### src/rtl/irda_crc_pkg.sv
package irda_crc_pkg;
    localparam int unsigned CRC_BITS  = 16;
    localparam int unsigned CNT_BITS  = 12;
    localparam int unsigned REG_BITS  = 16;
    localparam int unsigned ITEM_BITS = 8;
    localparam logic [CRC_BITS-1:0] CCITT_REFLECTED = 16'h8408;
    localparam logic [CRC_BITS-1:0] CRC_SEED        = 16'hFFFF;

    typedef enum logic [2:0] {
        SEL_NONE,
        SEL_CTRL,
        SEL_DIN,
        SEL_CALC,
        SEL_OUT
    } reg_sel_e;
endpackage

### src/rtl/crc_addr_decode.sv
module crc_addr_decode
    import irda_crc_pkg::*;
#(
    parameter int unsigned ADDR_W   = 8,
    parameter logic [ADDR_W-1:0] CTRL_OFS = 8'h80,
    parameter logic [ADDR_W-1:0] DIN_OFS  = 8'h86,
    parameter logic [ADDR_W-1:0] CALC_OFS = 8'h8A,
    parameter logic [ADDR_W-1:0] OUT_OFS  = 8'h8E
) (
    input  logic [ADDR_W-1:0] addr,
    output reg_sel_e          sel
);
    always_comb begin
        if (addr == CTRL_OFS)      sel = SEL_CTRL;
        else if (addr == DIN_OFS)  sel = SEL_DIN;
        else if (addr == CALC_OFS) sel = SEL_CALC;
        else if (addr == OUT_OFS)  sel = SEL_OUT;
        else                       sel = SEL_NONE;
    end
endmodule

### src/rtl/crc_byte_step.sv
module crc_byte_step #(
    parameter int unsigned CRC_W  = 16,
    parameter int unsigned BYTE_W = 8,
    parameter logic [CRC_W-1:0] POLY = 16'h8408
) (
    input  logic [CRC_W-1:0]  crc_in,
    input  logic [BYTE_W-1:0] byte_in,
    output logic [CRC_W-1:0]  crc_out
);
    logic [CRC_W-1:0] stage [BYTE_W+1];

    assign stage[0] = crc_in;

    for (genvar b = 0; b < BYTE_W; b++) begin : g_bit
        logic fb;
        assign fb = stage[b][0] ^ byte_in[b];
        assign stage[b+1] = (stage[b] >> 1) ^ (fb ? POLY : '0);
    end

    assign crc_out = stage[BYTE_W];
endmodule

### src/rtl/crc_sat_count.sv
module crc_sat_count #(
    parameter int unsigned CNT_W = 12
) (
    input  logic [CNT_W-1:0] cnt_in,
    output logic [CNT_W-1:0] cnt_out
);
    localparam logic [CNT_W-1:0] CNT_MAX = '1;

    always_comb begin
        if (cnt_in == CNT_MAX) cnt_out = cnt_in;
        else                   cnt_out = cnt_in + 1'b1;
    end
endmodule

### src/rtl/irda_crc16_engine.sv
module irda_crc16_engine
    import irda_crc_pkg::*;
#(
    parameter int unsigned ADDR_W  = 8,
    parameter int unsigned DATA_W  = REG_BITS,
    parameter int unsigned CRC_W   = CRC_BITS,
    parameter int unsigned CNT_W   = CNT_BITS,
    parameter int unsigned BYTE_W  = ITEM_BITS,
    parameter int unsigned CLR_BIT = 15,
    parameter logic [CRC_W-1:0]  POLY     = CCITT_REFLECTED,
    parameter logic [CRC_W-1:0]  INIT     = CRC_SEED,
    parameter logic [ADDR_W-1:0] CTRL_OFS = 8'h80,
    parameter logic [ADDR_W-1:0] DIN_OFS  = 8'h86,
    parameter logic [ADDR_W-1:0] CALC_OFS = 8'h8A,
    parameter logic [ADDR_W-1:0] OUT_OFS  = 8'h8E
) (
    input  logic              clk,
    input  logic              rst_n,
    input  logic              wr_en,
    input  logic [ADDR_W-1:0] addr,
    input  logic [DATA_W-1:0] wr_data,
    output logic [DATA_W-1:0] rd_data
);
    localparam int unsigned CNT_PAD = DATA_W - CNT_W;
    localparam int unsigned CRC_PAD = DATA_W - CRC_W;

    typedef struct packed {
        logic [CRC_W-1:0] crc;
        logic [CNT_W-1:0] cnt;
    } engine_state_t;

    engine_state_t st_d, st_q;
    reg_sel_e      sel;
    logic [CRC_W-1:0] crc_step;
    logic [CNT_W-1:0] cnt_inc;
    logic [CRC_W-1:0] crc_q;
    logic [CNT_W-1:0] cnt_q;

    assign crc_q = st_q.crc;
    assign cnt_q = st_q.cnt;

    crc_addr_decode #(
        .ADDR_W(ADDR_W), .CTRL_OFS(CTRL_OFS), .DIN_OFS(DIN_OFS),
        .CALC_OFS(CALC_OFS), .OUT_OFS(OUT_OFS)
    ) u_decode (
        .addr(addr),
        .sel (sel)
    );

    crc_byte_step #(
        .CRC_W(CRC_W), .BYTE_W(BYTE_W), .POLY(POLY)
    ) u_step (
        .crc_in (st_q.crc),
        .byte_in(wr_data[BYTE_W-1:0]),
        .crc_out(crc_step)
    );

    crc_sat_count #(
        .CNT_W(CNT_W)
    ) u_count (
        .cnt_in (st_q.cnt),
        .cnt_out(cnt_inc)
    );

    // next-state: clear on control write, absorb on input write
    always_comb begin
        st_d = st_q;
        if (wr_en) begin
            case (sel)
                SEL_CTRL: begin
                    if (wr_data[CLR_BIT]) begin
                        st_d.crc = INIT;
                        st_d.cnt = '0;
                    end
                end
                SEL_DIN: begin
                    st_d.crc = crc_step;
                    st_d.cnt = cnt_inc;
                end
                default: st_d = st_q;
            endcase
        end
    end

    always_ff @(posedge clk or negedge rst_n) begin
        if (!rst_n) begin
            st_q.crc <= INIT;
            st_q.cnt <= '0;
        end else begin
            st_q <= st_d;
        end
    end

    // read mux
    always_comb begin
        case (sel)
            SEL_CTRL: rd_data = {{CNT_PAD{1'b0}}, st_q.cnt};
            SEL_CALC: rd_data = {{CRC_PAD{1'b0}}, st_q.crc};
            SEL_OUT:  rd_data = {{CRC_PAD{1'b0}}, ~st_q.crc};
            default:  rd_data = '0;
        endcase
    end
endmodule

### config.mk
export PLATFORM = sky130hd
export DESIGN_NAME = irda_crc16_engine
export DESIGN_NICKNAME = d
export VERILOG_FILES = /design/src/rtl/irda_crc_pkg.sv /design/src/rtl/crc_addr_decode.sv /design/src/rtl/crc_byte_step.sv /design/src/rtl/crc_sat_count.sv /design/src/rtl/irda_crc16_engine.sv
export SDC_FILE = /design/constraint.sdc
export NUM_CORES = 1
export LEC_CHECK = 0
export BUFFER_PORTS_ARGS = -buffer_cell sky130_fd_sc_hd__buf_2
export CORE_UTILIZATION = 45
export CTS_CLUSTER_SIZE = 40
export DETAILED_ROUTE_END_ITERATION = 8
export PLACE_DENSITY = 0.69
export SLEW_MARGIN = 20
export SYNTH_ARGS = -nofsm -noshare
export SYNTH_HDL_FRONTEND = slang
export SYNTH_SLANG_ARGS = --single-unit
### constraint.sdc
create_clock -name clk -period 6.2 [get_ports clk]
set_clock_uncertainty 0.2 [all_clocks]
set_input_delay 0.31 -clock clk [delete_from_list [all_inputs] [get_ports clk]]
set_output_delay 0.31 -clock clk [all_outputs]
set_load 0.02 [all_outputs]
# --- Word level (Yosys, flattened, before mapping) ---
# Cells that the tools add are included.
totals:
  wordCells: 50
  regBits: 28
classes:
  n_eq_ne: 11
  mux: 16
  bitwise_logic: 17
  addsub: 1
  reduce_logical: 3
op_table:
  columns: ["operator", "n"]
  rows:
  - ["$mux 16", 8]
  - ["$xor 15x16->16", 8]
  - ["$pmux 28 s2", 1]
  - ["$pmux 16 s3", 1]
  - ["$eq 8x8->1 const B", 4]
  - ["$mux 28", 1]
  - ["$not 16->16", 1]
  - ["$add 12x1->12 const B", 1]
  - ["$eq 12x12->1 const B", 1]
  - ["$mux 12", 1]
  - ["$mux 3", 4]
  - ["$xor 1x1->1", 8]
  - ["$eq 3x2->1 const B", 2]
  - ["$ne 2x2->1 const B", 2]
  - ["$reduce_and 4->1", 1]
  - ["$eq 3x1->1 const B", 1]
  - ["$eq 3x3->1 const B", 1]
  - ["$reduce_and 3->1", 1]
  - ["$reduce_bool 2->1", 1]

# --- Depth between registers and ports, before layout ---
# Gate-level depths: netlist of run 1.
depth:
  ltp_word: 25
  depth_mapped: 7
  mapped_depth_nobuf: 5

# --- Cells and area by module ---
# A second synthesis of run 1 with hierarchy kept.
hier_totals:
  cells_unflattened: 186
  hier_area_um2: 2125.8
modules_own_cells:
  columns: ["mod", "seq_area_each_um2", "instances", "cells_each", "area_per_inst_um2"]
  rows:
  - ["irda_crc16_engine", 720.7, 1, 103, 1316.3]
  - ["crc_byte_step", 0.0, 1, 29, 409.1]
  - ["crc_sat_count", 0.0, 1, 46, 326.6]
  - ["crc_addr_decode", 0.0, 1, 8, 73.8]

# --- Worst setup path before layout of run 1 ---
# OpenSTA, ideal clock, no wires.
synth_path:
  path_type: "input to output"
  startpoint: "input addr[5]"
  endpoint: "output rd_data[12]"
  stages: 6
  arrival_time_ns: 2.225
  slack_ns: 3.465
  required_ns: 5.690
  path_cell_list: "or4b_1 buf_4 or4_1 buf_2 buf_6 o21ai_0"
synth_between:
  elab_chain_cells: 7
synth_lines:
  columns: ["element", "line", "text"]
  rows:
  - ["from (decl)", "irda_crc16_engine.sv:20", "input logic [ADDR_W-1:0] addr,"]
  - ["$eq 8x8->1", "crc_addr_decode.sv:17", "else if (addr == OUT_OFS) sel = SEL_OUT;"]
  - ["$mux 3", "crc_addr_decode.sv:17", null]
  - ["$mux 3", "crc_addr_decode.sv:16", "else if (addr == CALC_OFS) sel = SEL_CALC;"]
  - ["$mux 3", "crc_addr_decode.sv:15", "else if (addr == DIN_OFS) sel = SEL_DIN;"]
  - ["$mux 3 (*)", "crc_addr_decode.sv:14", "if (addr == CTRL_OFS) sel = SEL_CTRL;"]
  - ["$eq 3x3->1, or another cell as far along", "irda_crc16_engine.sv:96", "case (sel)"]
  - ["$pmux 16 s3 (*)", "irda_crc16_engine.sv:96", null]
  - ["to (decl)", "irda_crc16_engine.sv:22", "output logic [DATA_W-1:0] rd_data"]
# Every way passes the cells marked *; elsewhere a longest branch is shown, timed or not.

# --- Worst setup path in the final report of run 1 ---
layout_path:
  startpoint: "input addr[5]"
  endpoint: "output rd_data[6]"
# Same word-level chain as after synthesis.

==> results.sh, run 1 <==
export IMPL_arrival_ns=2.67
export IMPL_syn_area_mm2=0.00195
export IMPL_port_buffers=35
export IMPL_setup_viol=0
export IMPL_die_w_um=67.8
export IMPL_cts_tree="built"
export IMPL_die_h_um=67.8
export IMPL_wl_per_cell_um=16.5
export IMPL_maxSlewHeadroom_pct=35.9
export IMPL_slew_violations=0
export IMPL_post_cts_buffers=0
export IMPL_syn_area_per_cell_um2=9.12
export IMPL_grt_first_pass_wirelength_mm=8.06
export IMPL_synthesis_nets=242
export IMPL_start_util_pct=47.7
export IMPL_drc_errors=0
export IMPL_totalWireLength_mm=4.84
export IMPL_max_vdd_ir_drop_v=0.000125
export IMPL_area_delta_synth_final_pct=13.9
export IMPL_dp_hpwl_mm=3.34
export IMPL_cts_max_path_buffers=2
export IMPL_synth_enable_flop_cells=0
export IMPL_place_ws_ns=3.03
export IMPL_synth_cell_types=43
export IMPL_max_freq_ghz=0.314
export IMPL_synth_top_cell_area_share_pct=21.6
export IMPL_cts_resized_gates=0
export IMPL_place_inst=287
export IMPL_cts_hold_buf=1
export IMPL_min_from="wr_data[3]"
export IMPL_synth_ff_type="dfstp_2"
export IMPL_timing_final_ws_setup_ns=3.02
export IMPL_cp_max_fo=12
export IMPL_yosys_warnings=0
export IMPL_gp_congestion=0.859
export IMPL_ys_seq_elements=28
export IMPL_period_minus_slack_ns=3.18
export IMPL_finalInstanceArea_mm2=0.00222
export IMPL_antenna_found_initial=0
export IMPL_r2r_start="cnt_q[0]"
export IMPL_nNetsFinal=272
export IMPL_design_die_area_mm2=0.00460
export IMPL_tightest_slew_ns=0.954
export IMPL_status="complete, no violations"
export IMPL_gr_usage_all_layers_pct=23.8
export IMPL_synthCells=214
export IMPL_clock_latency_ns=0.28
export IMPL_worstSetupStartpoint="addr[5]"
export IMPL_mostFrequentLayoutCells="buf_2, nor2_1, xnor2_1"
export IMPL_drt_pass1_iter_count=5
export IMPL_h_tree_depth=1
export IMPL_crit_required_ns=5.69
export IMPL_finalSetupTns_ns=0
export IMPL_drt_vias_per_instance=5.97
export IMPL_clkSlewWorstSetupHoldPaths_ns=0.10
export IMPL_seq_area_frac_synth_pct=36.9
export IMPL_nFillCells=377
export IMPL_drive_above_1_share_pct=26.7
export IMPL_core_mm2=0.00409
export IMPL_fin_crit_sh_pct=51.3
export IMPL_p_per_area_mw_per_mm2=211
export IMPL_cts_sinks=28
export IMPL_worstSetupStartpointType="input port"
export IMPL_drt_first_iter_violations=154
export IMPL_end_kind="output port"
export IMPL_synth_area_leaders="dfstp_2, dfrtp_1, xnor2_1"
export IMPL_drv_cap=0
export IMPL_cts_buffers=3
export IMPL_fin_cells=293
export IMPL_routed_via_count=1749
export IMPL_rsz0062_at_grt="false"
export IMPL_p_leak_nw=0.907
export IMPL_layout_commonest_cell="buf_2"
export IMPL_grt_ovfl_total=0
export IMPL_placed_area_mm2=0.00213
export IMPL_grt_max_degree=29
export IMPL_drtAntennaViolNets=0
export IMPL_std_cell_rows=23
export IMPL_yosysTopAreaCell="dfstp_2"
export IMPL_cts_root_buf="clkbuf_8"
export IMPL_final_hold_violation_count=0
export IMPL_min_path_type="input port to flip-flop"
export IMPL_ios=43
export IMPL_crit_type="input port to output port"
export IMPL_antenna_diode_count=0
export IMPL_postSynth_asyncResetShare_pct=100
export IMPL_grt_pass1_vias=1637
## report_power, final
part	total, mW	leakage [nW]	switching (mW)	internal, mW
clock	0.145	0.0357	0.0587	0.0865
sequential	0.226	0.312	0.0193	0.207
combinational	0.0968	0.560	0.0512	0.0456
## synthesized netlist by cell type (2+ instances only)
library cell	n
or4_1	3
a211oi_1	6
o22a_1	5
nand2b_1	3
nand2_1	10
xor2_1	5
and3_1	2
buf_2	4
inv_1	7
nor2_1	25
a221o_1	12
nand3_1	6
or3_1	4
buf_4	2
nor3_1	5
nor4_1	5
dfstp_2	16
xnor2_1	19
o31ai_1	5
nand4_1	8
mux2i_1	2
clkbuf_1	6
a21oi_1	11
o21ai_0	12
o21ai_1	2
dfrtp_1	12
## path summary, 6_finish.rpt
check | end | slack, ns | depth (start not counted)
min in group asynchronous | cnt_q[3] | 0.37 | 2
worst max-delay path | rd_data[6] | 3.02 | 6
worst min register to register | cnt_q[11] | 0.32 | 1
worst max register to register | cnt_q[8] | 3.66 | 5
worst min-delay path | crc_q[11] | 0.22 | 3
max in group asynchronous | cnt_q[9] | 5.02 | 2
## metal layers
metal / track usage [%] / vias to the layer above / routed length, um
met4: 5.99 / 0 / 46
met5: 0 / - / 0
li1: - / 859 / -
met3: 2.00 / 5 / 230
met1: 35.3 / 828 / 2270
met2: 37.3 / 57 / 2290
## registers in the layout, indices dropped and copies added (netlist names)
| signal | count |
|---|---|
| cnt_q | 12 |
| crc_q | 16 |
## final cells by class
type	count	area [um^2]	share of cell area (%)
clock buffers	3	41.3	1.86
clock inverters	1	30.0	1.35
inverters	7	26.3	1.18
multi-input cells	166	1140	51.3
flip-flops and latches	28	721	32.5
well taps	50	62.6	2.82
repair buffers	38	200	9.01
## critical path: stages
cell	delay [ns]
buf_2	0.09
or4b_1	0.75
or2_1	0.37
nor3_2	0.68
a221o_1	0.30
buf_2	0.17
## per-stage QoR
stage                     utilization [%]  hold slack [ns]  power, mW
final                                54.3            0.222      0.468
after global routing                 54.3            0.240      0.492
after CTS                            54.2            0.210      0.472
after detailed placement             52.2            0.175      0.326
after global placement               52.2            0.170      0.325
after floorplan                         -           -0.186      0.297
## cells by family (layout without fill, tap and decap cells)
| family | count (synthesis) | count (layout) | synth area share, % |
|---|---|---|---|
| adder cells (fa/ha/maj) | 1 | 1 | 0.641 |
| buffers and inverters | 20 | 49 | 4.87 |
| AO/OA/AOI/OAI | 57 | 57 | 22.3 |
| multiplexers | 2 | 2 | 1.03 |
| AND/OR/NAND/NOR | 82 | 82 | 23.4 |
| XOR/XNOR | 24 | 24 | 10.8 |
| flip-flops | 28 | 28 | 36.9 |
Note: power is estimated with default switching activity, not from simulation.
==> run 2: changes to the inputs <==
ABC_AREA = 1   (was default)
PLACE_DENSITY = 0.68   (was 0.69)
clock period = 3 ns   (was 6.2 ns; I/O delays follow)
==> run 2 against run 1 <==
Net effect: register-to-register slack worse by 2.5 ns; largest cell class unchanged; final cell count is 56% higher; hold slack got worse by 0.16 ns; largest power group unchanged; via count rose by 27%; total power is 86% higher; clock power is 86% higher; clock-buffer cell count up 1; first-iteration DRC count shrank 37%; sequential cell count is the same; routed wire length grew 11%; core utilization fell by 0.82 points; die area increased by 17%.
==> results.sh, run 2 <==
export IMPL_status="complete, no violations"
export IMPL_clock_latency_ns=0.28
export IMPL_min_path_type="input port to flip-flop"
export IMPL_synth_simple_area_share_pct=46.4
export IMPL_cts_tree="built"
export IMPL_finalSetupTns_ns=0
export IMPL_cts_resized_gates=0
export IMPL_drtAntennaViolNets=0
export IMPL_path_common_cell="buf_2"
export IMPL_cts_max_path_buffers=2
export IMPL_seq_area_frac_synth_pct=31.5
export IMPL_routed_via_count=2215
export IMPL_synthCells=356
export IMPL_worst_r2r_setup_slack_ns=1.14
export IMPL_worstSetupStartpointType="input port"
export IMPL_port_buffers=35
export IMPL_yosys_warnings=0
export IMPL_synth_top_family_by_area="simple AND/OR/NAND/NOR gates"
export IMPL_synth_ff_type="dfstp_2"
export IMPL_drt_vias_per_instance=4.85
export IMPL_endpoint="rd_data[2]"
export IMPL_placed_area_mm2=0.00250
export IMPL_final_hold_violation_count=0
export IMPL_cts_sinks=28
export IMPL_period_minus_slack_ns=1.92
export IMPL_area_delta_synth_final_pct=12.7
export IMPL_std_cell_rows=25
export IMPL_crit_family="simple AND/OR/NAND/NOR gates"
export IMPL_synth_cell_types=28
export IMPL_synth_area_leaders="nand2_1, dfstp_2, dfrtp_1"
export IMPL_yosys_area_share_xor_xnor_pct=3.06
export IMPL_syn_area_mm2=0.00229
export IMPL_maxSlewHeadroom_pct=55.8
export IMPL_mostFrequentLayoutCells="nand2_1, inv_1, nor2_1"
export IMPL_synth_enable_flop_cells=0
export IMPL_totalWireLength_mm=5.36
export IMPL_setup_viol=0
export IMPL_max_vdd_ir_drop_v=0.000248
export IMPL_crit_cells=9
export IMPL_p_leak_nw=1.40
export IMPL_grt_first_pass_wirelength_mm=9.25
export IMPL_ys_seq_elements=28
export IMPL_syn_area_per_cell_um2=6.42
export IMPL_grt_ovfl_total=0
export IMPL_r2r_start="cnt_q[0]"
export IMPL_drc_errors=0
export IMPL_r2r_end="cnt_q[9]"
export IMPL_cts_buffers=3
export IMPL_drv_cap=0
export IMPL_crit_required_ns=2.65
export IMPL_path_cells="buf_2, inv_2, nand2_2, nor2_8, nand2_1, nor2_2, inv_1, o211ai_1, buf_2"
export IMPL_core_mm2=0.00482
export IMPL_crit_slowest_cell="nor2_2"
export IMPL_grt_max_degree=29
export IMPL_worst_path_buf_inv=4
export IMPL_clkSlewWorstSetupHoldPaths_ns=0.10
export IMPL_h_tree_depth=1
export IMPL_ys_top_cells_by_count="nand2_1, inv_1, nor2_1"
export IMPL_postSynth_asyncResetShare_pct=100
export IMPL_synth_most_common_cell="nand2_1"
export IMPL_dp_hpwl_mm=4.16
export IMPL_drt_pass1_iter_count=5
export IMPL_crit_type="input port to output port"
export IMPL_synth_area_mux_share_pct=0
export IMPL_die_h_um=73.3
export IMPL_yosysTopAreaCell="nand2_1"
export IMPL_end_kind="output port"
export IMPL_tightest_slew_ns=0.663
export IMPL_synth_top_cell_area_share_pct=24.6
export IMPL_drive_above_1_share_pct=20.3
export IMPL_nNetsFinal=419
export IMPL_antenna_found_initial=0
export IMPL_start_util_pct=47.5
export IMPL_finalInstanceArea_mm2=0.00258
export IMPL_largest_register_ffs=16
export IMPL_grt_pass1_vias=2121
export IMPL_layout_commonest_cell="nand2_1"
export IMPL_synthAdderAreaFrac_pct=0.547
export IMPL_antenna_diode_count=0
export IMPL_die_w_um=73.3
export IMPL_rsz0062_at_grt="false"
export IMPL_cp_max_fo=15
export IMPL_reg2reg_depth=8
export IMPL_design_die_area_mm2=0.00537
export IMPL_cts_root_buf="clkbuf_8"
export IMPL_gp_congestion=0.893
export IMPL_synth_compound_area_share_pct=8.32
export IMPL_max_freq_ghz=0.521
export IMPL_worstSetupStartpoint="addr[6]"
export IMPL_arrival_ns=1.57
export IMPL_max_stage_delay_ns=0.42
export IMPL_synthesis_nets=384
export IMPL_drt_first_iter_violations=97
export IMPL_fin_crit_sh_pct=64.0
export IMPL_slew_violations=0
export IMPL_wl_per_cell_um=11.7
export IMPL_gr_usage_all_layers_pct=22.4
export IMPL_p_per_area_mw_per_mm2=338
export IMPL_ios=43
[run 2: changes by cell type in the layout (fill, tap and decap cells not counted), moves of 7 or more]
cell / previous run / this run
xnor2_1: 19 / 2
a221o_1: 12 / 0
nand3_1: 6 / 24
o221ai_1: 0 / 7
nand2_1: 10 / 150
inv_1: 7 / 44
o21ai_0: 12 / 1
nor2_1: 25 / 36
[run 2: power by group]
part	switching [mW]	total (mW)	internal (mW)
combinational	0.112	0.168	0.0565
clock	0.124	0.270	0.145
sequential	0.0190	0.432	0.414
total	0.255	0.871	0.615
[run 2: kinds of logic (layout without fill, tap and decap cells)]
kind of cell,Yosys count,in the layout
buffers and inverters,56,90
adders and majority gates,1,1
DFF,28,28
xor gates and xnor gates,8,8
AOI/OAI and AO/OA,28,28
and+or+nand+nor,235,235
[run 2: how the worst min path moves through the flow]
stage                     startpoint   endpoint  slack (ns)  cells after the start
after floorplan                rst_n   cnt_q[0]       -0.35                      0
after global placement         rst_n   cnt_q[2]        0.01                      1
after detailed placement       rst_n   cnt_q[2]        0.02                      1
after CTS                      wr_en  crc_q[13]        0.06                      3
after global routing           wr_en  crc_q[14]        0.07                      3
final                          wr_en  crc_q[13]        0.06                      3
[run 2: worst reg2reg max path, delay by kind of cell (launching register included)]
kind | cells | cell delay [ns]
adders and majority gates | 1 | 0.26
AOI/OAI and AO/OA | 1 | 0.32
and+or+nand+nor | 6 | 0.58
DFF | 1 | 0.44
[run 2: layer usage]
metal | routed length (um) | share of wire (%) | vias to the layer above | GRT usage, %
li1 | - | - | 1177 | -
met1 | 2430 | 45 | 1003 | 26.9
met2 | 2710 | 51 | 29 | 41.4
met3 | 141 | 2.6 | 6 | 3.70
met4 | 80 | 1.5 | 0 | 5.56
met5 | 0 | 0 | - | 0
[run 2: timing repair]
item | in CTS | in global routing
hold endpoints to repair | 12 | 0
setup buffers | 0 | 0
hold buffers | 1 | 0
[run 2: per-stage QoR]
stage	setup slack [ns]	power, mW	std cells	hold WS [ns]	utilization, %
global route	0.899	0.921	457	0.0723	53.5
CTS	1.04	0.881	457	0.0581	53.5
detailed placement	1.04	0.606	452	0.0172	51.9
finish	1.08	0.871	457	0.0642	53.5
floorplan	1.37	0.551	356	-0.346	-
global placement	1.06	0.602	452	0.0105	51.9
[run 2: cell type report]
type	instances	area, um^2
inverter	50	188
multi-input combinational	272	1340
tap	67	83.8
sequential	28	721
timing repair buffer	36	185
fill	513	2240
clock buffer	4	66.3
